$ cat src/rtl/pwm_tb_pkg.sv
package pwm_tb_pkg;

    localparam int CTRL_W   = 16;
    localparam int COARSE_W = 3;
    localparam int FINE_W   = 3;
    // widest ratio: 2^7 * 14 = 1792
    localparam int DIV_W    = 11;

    typedef enum logic [1:0] {
        CNT_UP     = 2'd0,
        CNT_DOWN   = 2'd1,
        CNT_UPDN   = 2'd2,
        CNT_FREEZE = 2'd3
    } cnt_mode_e;

    typedef struct packed {
        logic [2:0]            rsv_hi;
        logic [COARSE_W-1:0]   coarse;
        logic [FINE_W-1:0]     fine;
        logic [2:0]            rsv_mid;
        logic                  imm_load;
        logic                  rsv_lo;
        cnt_mode_e             mode;
    } tb_ctrl_t;

    localparam tb_ctrl_t CTRL_RST = '{
        rsv_hi:   3'd0,
        coarse:   '0,
        fine:     '0,
        rsv_mid:  3'd0,
        imm_load: 1'b0,
        rsv_lo:   1'b0,
        mode:     CNT_FREEZE
    };

    // ratio = 2^coarse * (fine == 0 ? 1 : 2*fine)
    function automatic logic [DIV_W-1:0] div_ratio(
        input logic [COARSE_W-1:0] c,
        input logic [FINE_W-1:0]   f
    );
        logic [DIV_W-1:0] fstage;
        if (f == '0)
            fstage = DIV_W'(1);
        else
            fstage = DIV_W'({f, 1'b0});
        return fstage << c;
    endfunction

endpackage

$ cat src/rtl/pwm_tb_prescaler.sv
module pwm_tb_prescaler
    import pwm_tb_pkg::*;
(
    input  logic                clk,
    input  logic                rst,
    input  logic                restart,
    input  logic [COARSE_W-1:0] coarse,
    input  logic [FINE_W-1:0]   fine,
    output logic                tick
);

    logic [DIV_W-1:0] ratio;
    logic [DIV_W-1:0] last;
    logic [DIV_W-1:0] div_cnt;

    always_comb begin
        ratio = div_ratio(coarse, fine);
        last  = ratio - DIV_W'(1);
        tick  = (div_cnt >= last);
    end

    always_ff @(posedge clk) begin
        if (rst || restart)
            div_cnt <= '0;
        else if (tick)
            div_cnt <= '0;
        else
            div_cnt <= div_cnt + DIV_W'(1);
    end

endmodule

$ cat src/rtl/pwm_tb_period.sv
module pwm_tb_period #(
    parameter int CNT_W = 16
) (
    input  logic             clk,
    input  logic             rst,
    input  logic             prd_we,
    input  logic [CNT_W-1:0] prd_wdata,
    input  logic             imm_load,
    input  logic             zero_evt,
    output logic [CNT_W-1:0] prd_active
);

    logic [CNT_W-1:0] prd_shadow;

    always_ff @(posedge clk) begin
        if (rst) begin
            prd_shadow <= '0;
            prd_active <= '0;
        end else begin
            if (prd_we) begin
                prd_shadow <= prd_wdata;
                if (imm_load)
                    prd_active <= prd_wdata;
            end
            if (!imm_load && zero_evt)
                prd_active <= prd_shadow;
        end
    end

endmodule

$ cat src/rtl/pwm_tb_counter.sv
module pwm_tb_counter
    import pwm_tb_pkg::*;
#(
    parameter int CNT_W = 16
) (
    input  logic             clk,
    input  logic             rst,
    input  logic             tick,
    input  cnt_mode_e        mode,
    input  logic [CNT_W-1:0] prd,
    output logic [CNT_W-1:0] count,
    output logic             dir_down,
    output logic             zero_pulse,
    output logic             period_pulse,
    output logic             zero_evt
);

    localparam logic [CNT_W-1:0] ONE = CNT_W'(1);

    logic [CNT_W-1:0] nxt;
    logic             nxt_dir;
    logic             advance;

    always_comb begin
        nxt     = count;
        nxt_dir = dir_down;
        unique case (mode)
            CNT_UP: begin
                nxt_dir = 1'b0;
                nxt     = (count >= prd) ? '0 : count + ONE;
            end
            CNT_DOWN: begin
                nxt_dir = 1'b1;
                nxt     = (count == '0) ? prd : count - ONE;
            end
            CNT_UPDN: begin
                if (!dir_down) begin
                    if (count >= prd) begin
                        nxt_dir = 1'b1;
                        nxt     = (count == '0) ? '0 : count - ONE;
                    end else begin
                        nxt = count + ONE;
                    end
                end else begin
                    if (count == '0) begin
                        nxt_dir = 1'b0;
                        nxt     = (prd == '0) ? '0 : ONE;
                    end else begin
                        nxt = count - ONE;
                    end
                end
            end
            default: begin
                nxt     = count;
                nxt_dir = dir_down;
            end
        endcase
        advance  = tick && (mode != CNT_FREEZE);
        zero_evt = advance && (nxt == '0);
    end

    always_ff @(posedge clk) begin
        if (rst) begin
            count        <= '0;
            dir_down     <= 1'b0;
            zero_pulse   <= 1'b0;
            period_pulse <= 1'b0;
        end else if (advance) begin
            count        <= nxt;
            dir_down     <= nxt_dir;
            zero_pulse   <= (nxt == '0);
            period_pulse <= (nxt == prd);
        end else begin
            zero_pulse   <= 1'b0;
            period_pulse <= 1'b0;
        end
    end

endmodule

$ cat src/rtl/pwm_timebase.sv
module pwm_timebase
    import pwm_tb_pkg::*;
#(
    parameter int CNT_W = 16
) (
    input  logic              clk,
    input  logic              rst,
    input  logic              ctrl_we,
    input  logic [CTRL_W-1:0] ctrl_wdata,
    input  logic              prd_we,
    input  logic [CNT_W-1:0]  prd_wdata,
    output logic [CNT_W-1:0]  count,
    output logic              dir_down,
    output logic              zero_pulse,
    output logic              period_pulse
);

    tb_ctrl_t         ctrl_q;
    tb_ctrl_t         ctrl_new;
    cnt_mode_e        cur_mode;
    logic             restart;
    logic             tick;
    logic             zero_evt;
    logic [CNT_W-1:0] prd_active;

    always_comb begin
        ctrl_new = tb_ctrl_t'(ctrl_wdata);
        cur_mode = ctrl_q.mode;
        restart  = ctrl_we &&
                   ({ctrl_new.coarse, ctrl_new.fine} != {ctrl_q.coarse, ctrl_q.fine});
    end

    always_ff @(posedge clk) begin
        if (rst)
            ctrl_q <= CTRL_RST;
        else if (ctrl_we)
            ctrl_q <= ctrl_new;
    end

    pwm_tb_prescaler u_div (
        .clk     (clk),
        .rst     (rst),
        .restart (restart),
        .coarse  (ctrl_q.coarse),
        .fine    (ctrl_q.fine),
        .tick    (tick)
    );

    pwm_tb_period #(.CNT_W(CNT_W)) u_prd (
        .clk        (clk),
        .rst        (rst),
        .prd_we     (prd_we),
        .prd_wdata  (prd_wdata),
        .imm_load   (ctrl_q.imm_load),
        .zero_evt   (zero_evt),
        .prd_active (prd_active)
    );

    pwm_tb_counter #(.CNT_W(CNT_W)) u_cnt (
        .clk          (clk),
        .rst          (rst),
        .tick         (tick),
        .mode         (cur_mode),
        .prd          (prd_active),
        .count        (count),
        .dir_down     (dir_down),
        .zero_pulse   (zero_pulse),
        .period_pulse (period_pulse),
        .zero_evt     (zero_evt)
    );

endmodule

$ cat config.mk
export PLATFORM = sky130hd
export DESIGN_NAME = pwm_timebase
export DESIGN_NICKNAME = d
export VERILOG_FILES = /design/src/rtl/pwm_tb_pkg.sv /design/src/rtl/pwm_tb_prescaler.sv /design/src/rtl/pwm_tb_period.sv /design/src/rtl/pwm_tb_counter.sv /design/src/rtl/pwm_timebase.sv
export SDC_FILE = /design/constraint.sdc
export NUM_CORES = 1
export LEC_CHECK = 0
export BUFFER_PORTS_ARGS = -buffer_cell sky130_fd_sc_hd__buf_2
export CAP_MARGIN = 40
export CORE_ASPECT_RATIO = 1.75
export CORE_MARGIN = 4
export CORE_UTILIZATION = 35
export CTS_BUF_LIST = sky130_fd_sc_hd__clkbuf_4 sky130_fd_sc_hd__clkbuf_8
export CTS_CLUSTER_SIZE = 24
export DETAILED_ROUTE_END_ITERATION = 10
export PLACE_DENSITY_LB_ADDON = 0.15
export SLEW_MARGIN = 20
export SYNTH_ARGS = -nofsm -noshare
export SYNTH_HDL_FRONTEND = slang
export SYNTH_HIERARCHICAL = 1
export SYNTH_SLANG_ARGS = --single-unit
$ cat constraint.sdc
create_clock -name clk -period 6.61 [get_ports clk]
set_clock_uncertainty 0.1 [all_clocks]
set_input_delay 1.983 -clock clk [delete_from_list [all_inputs] [get_ports clk]]
set_output_delay 1.983 -clock clk [all_outputs]
set_load 0.01 [all_outputs]
==> flow_summary.ini, run 1 <==
[synthesis]
synthCells = 797
synth.distinct_cells = 97
syn-num-nets = 868
yosysWarnings = 6
yosys_most_used_dff = dfxtp_1
synth_edf_count = 0
synth_seq_cells = 71
syn_avg_cell_area_um2 = 8.25
synth-async-reset-ratio_pct = 0
synthesis.area_um2 = 6580
seq_area_frac_synth_pct = 21.6

[setup_path]
rr_startpoint = ctrl_q[7]$_SDFFE_PP0P_
crit_type = flip-flop to flip-flop
end_kind = flip-flop
r2r_slack_ns = 0.96
cp.required_ns = 6.76
slowest_stage = dfxtp_1
start_kind = flip-flop
reg2reg_depth = 22
cp_max_fo = 19
cp_cell_sequence = nor3_2 -> a21o_1 -> nand2_1 -> ha_1 -> inv_1 -> a221oi_4 -> nor4b_2 -> xor2_1 -> ha_1 -> o21a_1 -> o211ai_1 -> nor2_1 -> buf_4 -> a21bo_2 -> nor2b_1 -> nand4_1 -> a2111oi_1 -> o2111ai_1 -> nor4_2 -> mux2i_1 -> buf_4 -> a2111oi_0
critPathArrivalTime_ns = 5.80
slowest_delay_ns = 0.75
cp-startpoint = ctrl_q[7]$_SDFFE_PP0P_
endpoint = u_prd/prd_active[14]$_SDFFE_PP0P_
reg2reg_to = u_prd/prd_active[14]$_SDFFE_PP0P_

[grt]
antenna_found_initial = 0
grt_max_degree = 61
overflow = 0
grt_usage_pct = 23.3
grt_pass1_vias = 6285
grt_pass1_wl_mm = 37.7

[detailed_routing]
drt_iter0_drc = 466
wl_per_cell_um = 23.6
drc = 0
viasPerCell = 6.19
ant_nets = 0
drt-total-wl_mm = 25.0
drt-pass1-iter-count = 5
num_vias = 6563

[die]
die_h_um = 189
die-area_um2 = 21100
coreArea_um2 = 18500
rows = 66
io_pins = 55
die_w_um = 112
initial_core_util_pct = 35.5

[layout]
area.growth.synth_to_final_pct = 6.81
antenna_cells = 0
final_nets = 888
drive_gt1_share_pct = 16.4

[placement]
portBuffers = 47
dp_hpwl_mm = 18.9
gp_congestion = 0.981

[worst_hold_path]
hold_class = flip-flop to flip-flop

[timing]
setup_violations = 0
rsz0062_at_grt = false
drv_slew = 0
worst_pin_slew_ns = 0.797
min_period_over_period_pct = 85.4
slew_headroom_pct = 46.8
period_needed_ns = 5.65
holdWs_ns = 0.387
tns_ns = 0
hold_viol_final = 0
max_freq_ghz = 0.177

[clock_tree]
cts_buffer_depth = 2
cts_resized = 0
clock_sinks = 71
cts_tree = yes
cts_hold_buf = 0
root_buffer = clkbuf_8
cts_buffers = 9
cts_setup_buffers = 0
clk_latency_ns = 0.39
clk_pin_slew_worst_paths_ns = 0.09
h-tree-depth = 3

[outcome]
outcome = finished clean

[power_and_ir_drop]
p_per_area_nw_per_um2 = 188
power.leakage_nw = 2.65
peakVddDrop_mv = 0.0934
total_power_mw = 1.32

[job]
cap_violations = 0
layout make-up:
cell class | instances | area [um^2]
inverter | 57 | 214
clock buffer | 9 | 124
sequential | 71 | 1420
multi-input combinational | 613 | 4520
timing repair buffer | 65 | 380
clock inverter | 7 | 61.3
fill | 1983 | 11500
tap | 238 | 298
per-layer routing:
layer  up-vias  wire (um)  GRT usage [%]
li1       3044          -              -
met1      3145       8630           24.0
met2       276      12700           41.1
met3        98       1390           3.65
met4         0       2250           18.8
met5         -          0              0
worst max-delay path: cells and delay by family (launching register included):
family	cells	cell delay, ns
muxes	1	0.12
xor gates and xnor gates	1	0.13
adders and majority gates	2	0.46
and+or+nand+nor	7	1.43
DFF	1	0.75
buffers and inverters	3	0.52
AOI/OAI and AO/OA	8	1.99
cell families after synthesis:
logic type,after synthesis,share of synthesized area (%)
mux,34,5.35
xor+xnor,40,5.33
buf+inv,113,9.57
simple gates,271,23.6
fa+ha+maj,35,6.66
compound gates,233,27.8
flops,71,21.6
cells in the mapped netlist, types with 3 or more instances:
cell,count,area share [%]
xor2_1,11,1.5
buf_6,4,0.69
o31ai_1,3,0.34
mux2i_1,28,4.3
a22oi_1,3,0.34
nor2b_1,11,1.0
nor2_1,73,4.2
nand4_1,13,1.2
nor3b_1,19,2.2
inv_1,56,3.2
and2_1,3,0.29
and3b_1,16,2.1
a211o_1,3,0.40
a2111oi_2,10,2.3
nand3_1,29,2.2
a31oi_1,9,0.86
o22ai_1,6,0.57
a221oi_1,8,1.1
nand2_1,35,2.0
a21o_1,8,0.91
or4_1,4,0.46
o211ai_1,13,1.5
nor4_2,3,0.57
clkbuf_1,18,1.0
buf_4,5,0.57
mux2_2,5,0.86
a2111oi_0,6,0.80
a211oi_1,24,2.7
ha_1,35,6.7
clkbuf_8,14,2.9
buf_2,12,0.91
a32oi_1,4,0.53
or3_1,4,0.38
nor3_1,19,1.4
o221ai_1,7,0.93
o21ai_0,34,2.6
and3_1,3,0.29
nand2b_1,5,0.48
nor4b_1,4,0.53
dfxtp_1,71,22
nor4_1,13,1.2
o21a_1,3,0.34
xnor2_1,29,3.9
a41oi_1,3,0.40
a21oi_1,42,3.2
where the power goes:
group	internal [mW]	total, mW	leakage [nW]	switching (mW)
registers	0.445	0.481	0.579	0.0357
clock network	0.144	0.359	0.0892	0.215
logic	0.162	0.481	1.98	0.318
worst min-delay path by stage:
stage	startpoint	endpoint	slack, ns	cells after the start
2_1_floorplan	u_div/div_cnt[0]$_SDFF_PP0_	u_div/div_cnt[0]$_SDFF_PP0_	0.34	1
3_3_place_gp	u_div/div_cnt[0]$_SDFF_PP0_	u_div/div_cnt[0]$_SDFF_PP0_	0.37	1
3_5_place_dp	u_div/div_cnt[0]$_SDFF_PP0_	u_div/div_cnt[0]$_SDFF_PP0_	0.38	1
4_1_cts	u_div/div_cnt[0]$_SDFF_PP0_	u_div/div_cnt[0]$_SDFF_PP0_	0.39	1
5_1_grt	u_div/div_cnt[0]$_SDFF_PP0_	u_div/div_cnt[0]$_SDFF_PP0_	0.44	1
6_report	u_div/div_cnt[0]$_SDFF_PP0_	u_div/div_cnt[0]$_SDFF_PP0_	0.39	1
state kept, by name, indices dropped and copies added, names as in the netlist:
signal / flops
u_prd/prd_shadow: 16
u_cnt/zero_pulse: 1
u_prd/prd_active: 16
cur_mode: 2
u_cnt/period_pulse: 1
u_div/div_cnt: 11
ctrl_q: 7
u_cnt/count: 16
u_cnt/dir_down: 1
cell usage in the layout, fill, tap and decap left out, drive strengths merged, types with 16 or more instances in the layout:
cell type,synthesis,layout
nor2,75,75
dfxtp,71,71
buf,23,65
inv,56,61
a21oi,43,43
o21ai,36,36
nand2,35,35
ha,35,35
nand3,30,30
xnor2,29,29
mux2i,28,28
a211oi,26,26
nor3,21,21
nor3b,19,19
nor4,18,18
a2111oi,17,17
and3b,16,16
stage by stage:
stage                     utilization (%)  setup WS (ns)  instance area (um^2)  cells
after floorplan                         -           1.22                  6580    797
after global placement               36.7           1.19                  6800   1040
after detailed placement             37.0           1.07                  6840   1044
after CTS                            38.0           1.00                  7020   1060
after global routing                 38.0          0.516                  7020   1060
final                                38.0          0.963                  7020   1060
Power figures use the tool's default switching activity.
==> inputs of run 2 (changes only) <==
CORE_UTILIZATION = 50   (was 35)
==> run 2 against run 1 <==
Clock-buffer cell count is the same. Die area shrank 28%. Flip-flop and latch count is the same. Via count grew 2.2%.
==> flow_summary.ini, run 2 (same netlist as run 1, synthesis figures left out) <==
[setup_path]
reg2reg_to = u_prd/prd_active[11]$_SDFFE_PP0P_
r2r_slack_ns = 0.61
endpoint = u_prd/prd_active[11]$_SDFFE_PP0P_
critPathArrivalTime_ns = 6.14
rr_startpoint = ctrl_q[10]$_SDFFE_PP0P_
cp-startpoint = ctrl_q[10]$_SDFFE_PP0P_
reg2reg_depth = 20
cp_max_fo = 16
end_kind = flip-flop
crit_type = flip-flop to flip-flop
cp.required_ns = 6.74
start_kind = flip-flop

[layout]
drive_gt1_share_pct = 16.8
final_nets = 892
final_common_cell = nor2_1
area.growth.synth_to_final_pct = 5.86
layout_common_cells = 73 x nor2_1, 71 x dfxtp_1, 56 x inv_1
antenna_cells = 0
largestRegisters = u_cnt/count (16), u_prd/prd_active (16), u_prd/prd_shadow (16)
n_fill_cell = 1297

[power_and_ir_drop]
power_frac_comb_pct = 36.8
p_per_area_nw_per_um2 = 187
switchingPower_mw = 0.552
pwr-share-seq_pct = 36.5
power.internal_mw = 0.751
peakVddDrop_mv = 0.207
power_frac_clock_pct = 26.7
total_power_mw = 1.30
power.leakage_nw = 2.67
sw_frac_of_total_pct = 42.4

[clock_tree]
root_buffer = clkbuf_8
cts_buffers = 9
clock_sinks = 71
clk_latency_ns = 0.37
clk_pin_slew_worst_paths_ns = 0.11
cts_setup_buffers = 0
cts_resized = 0
cts_buffer_depth = 2
cts_tree = yes
h-tree-depth = 3
cts_hold_buf = 0

[grt]
antenna_found_initial = 0
grt_pass1_vias = 6565
grt_pass1_wl_mm = 37.1
grt_max_degree = 61
overflow = 0
grt_usage_pct = 32.3

[placement]
dp_hpwl_mm = 18.1
gp_congestion = 1.06
portBuffers = 47

[detailed_routing]
ant_nets = 0
drt-total-wl_mm = 24.3
drc = 0
viasPerCell = 6.73
drt-pass1-iter-count = 7
wl_per_cell_um = 24.4
drt_iter0_drc = 520
num_vias = 6709

[timing]
setup_violations = 0
tns_ns = 0
slew_headroom_pct = 42.1
max_freq_ghz = 0.167
period_needed_ns = 6.00
min_period_over_period_pct = 90.8
worst_pin_slew_ns = 0.862
rsz0062_at_grt = false
hold_viol_final = 0
drv_slew = 0

[die]
coreArea_um2 = 12900
initial_core_util_pct = 50.8
io_pins = 55
rows = 55
die-area_um2 = 15100
die_w_um = 94.7
die_h_um = 160

[job]
cap_violations = 0

[worst_hold_path]
hold_class = flip-flop to flip-flop

[outcome]
outcome = finished clean
-- run 2: cell types whose count changed in the layout (fill, tap and decap cells not counted) --
| cell | delta |
|---|---|
| inv_6 | -1 |
| buf_6 | +1 |
| buf_8 | -2 |
| inv_8 | -1 |
| clkinv_4 | +1 |
| clkinv_8 | +1 |
| buf_2 | +1 |
| buf_4 | +4 |
-- run 2: worst min-delay path by stage --
| stage | endpoint | from | slack (ns) | cells after the start |
|---|---|---|---|---|
| 2_1_floorplan | u_div/div_cnt[0]$_SDFF_PP0_ | u_div/div_cnt[0]$_SDFF_PP0_ | 0.34 | 1 |
| 3_3_place_gp | u_prd/prd_shadow[10]$_SDFFE_PP0P_ | u_prd/prd_shadow[10]$_SDFFE_PP0P_ | 0.38 | 2 |
| 3_5_place_dp | u_div/div_cnt[0]$_SDFF_PP0_ | u_div/div_cnt[0]$_SDFF_PP0_ | 0.38 | 1 |
| 4_1_cts | u_div/div_cnt[0]$_SDFF_PP0_ | u_div/div_cnt[0]$_SDFF_PP0_ | 0.39 | 1 |
| 5_1_grt | u_div/div_cnt[0]$_SDFF_PP0_ | u_div/div_cnt[0]$_SDFF_PP0_ | 0.41 | 1 |
| 6_report | u_div/div_cnt[0]$_SDFF_PP0_ | u_div/div_cnt[0]$_SDFF_PP0_ | 0.39 | 1 |
-- run 2: power by group through the flow --
stage	combinational (mW)	clock (mW)	sequential (mW)
detailed placement	0.460	0	0.485
CTS	0.462	0.357	0.475
floorplan	0.342	0	0.470
finish	0.479	0.348	0.476
global route	0.508	0.373	0.479
global placement	0.451	0	0.486
-- run 2: worst max-delay path: stages (launching register included) --
cell	delay [ns]
dfxtp_1	0.63
and2b_1	0.25
a21o_1	0.15
nand2_1	0.08
ha_1	0.17
inv_1	0.07
a221oi_4	0.28
o31ai_2	0.15
xor2_1	0.20
ha_1	0.31
nand3_1	0.08
o21ai_1	0.68
a21bo_2	0.49
nor2b_1	0.22
nand4_1	0.30
a2111oi_1	0.37
o2111ai_1	0.18
nor4_2	0.31
mux2i_1	0.12
buf_4	0.25
a2111oi_0	0.48
-- run 2: metrics by stage --
step | cells | utilization [%] | worst slack, ns | area, um^2 | hold WS, ns
final | 997 | 53.8 | 0.609 | 6960 | 0.387
after global routing | 997 | 53.8 | 0.171 | 6960 | 0.406
after CTS | 995 | 53.7 | 0.738 | 6950 | 0.390
after detailed placement | 979 | 52.3 | 0.771 | 6760 | 0.376
after global placement | 977 | 52.1 | 0.978 | 6740 | 0.375
after floorplan | 797 | - | 1.22 | 6580 | 0.344
-- run 2: layout make-up --
type                    count  area [um^2]  area share (%)
inverters                  57          214            3.07
flip-flops and latches     71         1420            20.4
multi-input cells         613         4520            65.0
well taps                 171          214            3.07
clock inverters             7         66.3           0.953
repair buffers             69          397            5.70
clock buffers               9          124            1.78
-- run 2: per-layer routing --
layer	wire length, um	vias to the layer above	global-route usage, %	part of all wire, %
met5	0	-	0	0
met4	2370	0	27.5	9.7
met3	1450	127	5.14	5.9
met2	12300	337	55.0	51
met1	8150	3200	33.5	34
li1	-	3045	-	-
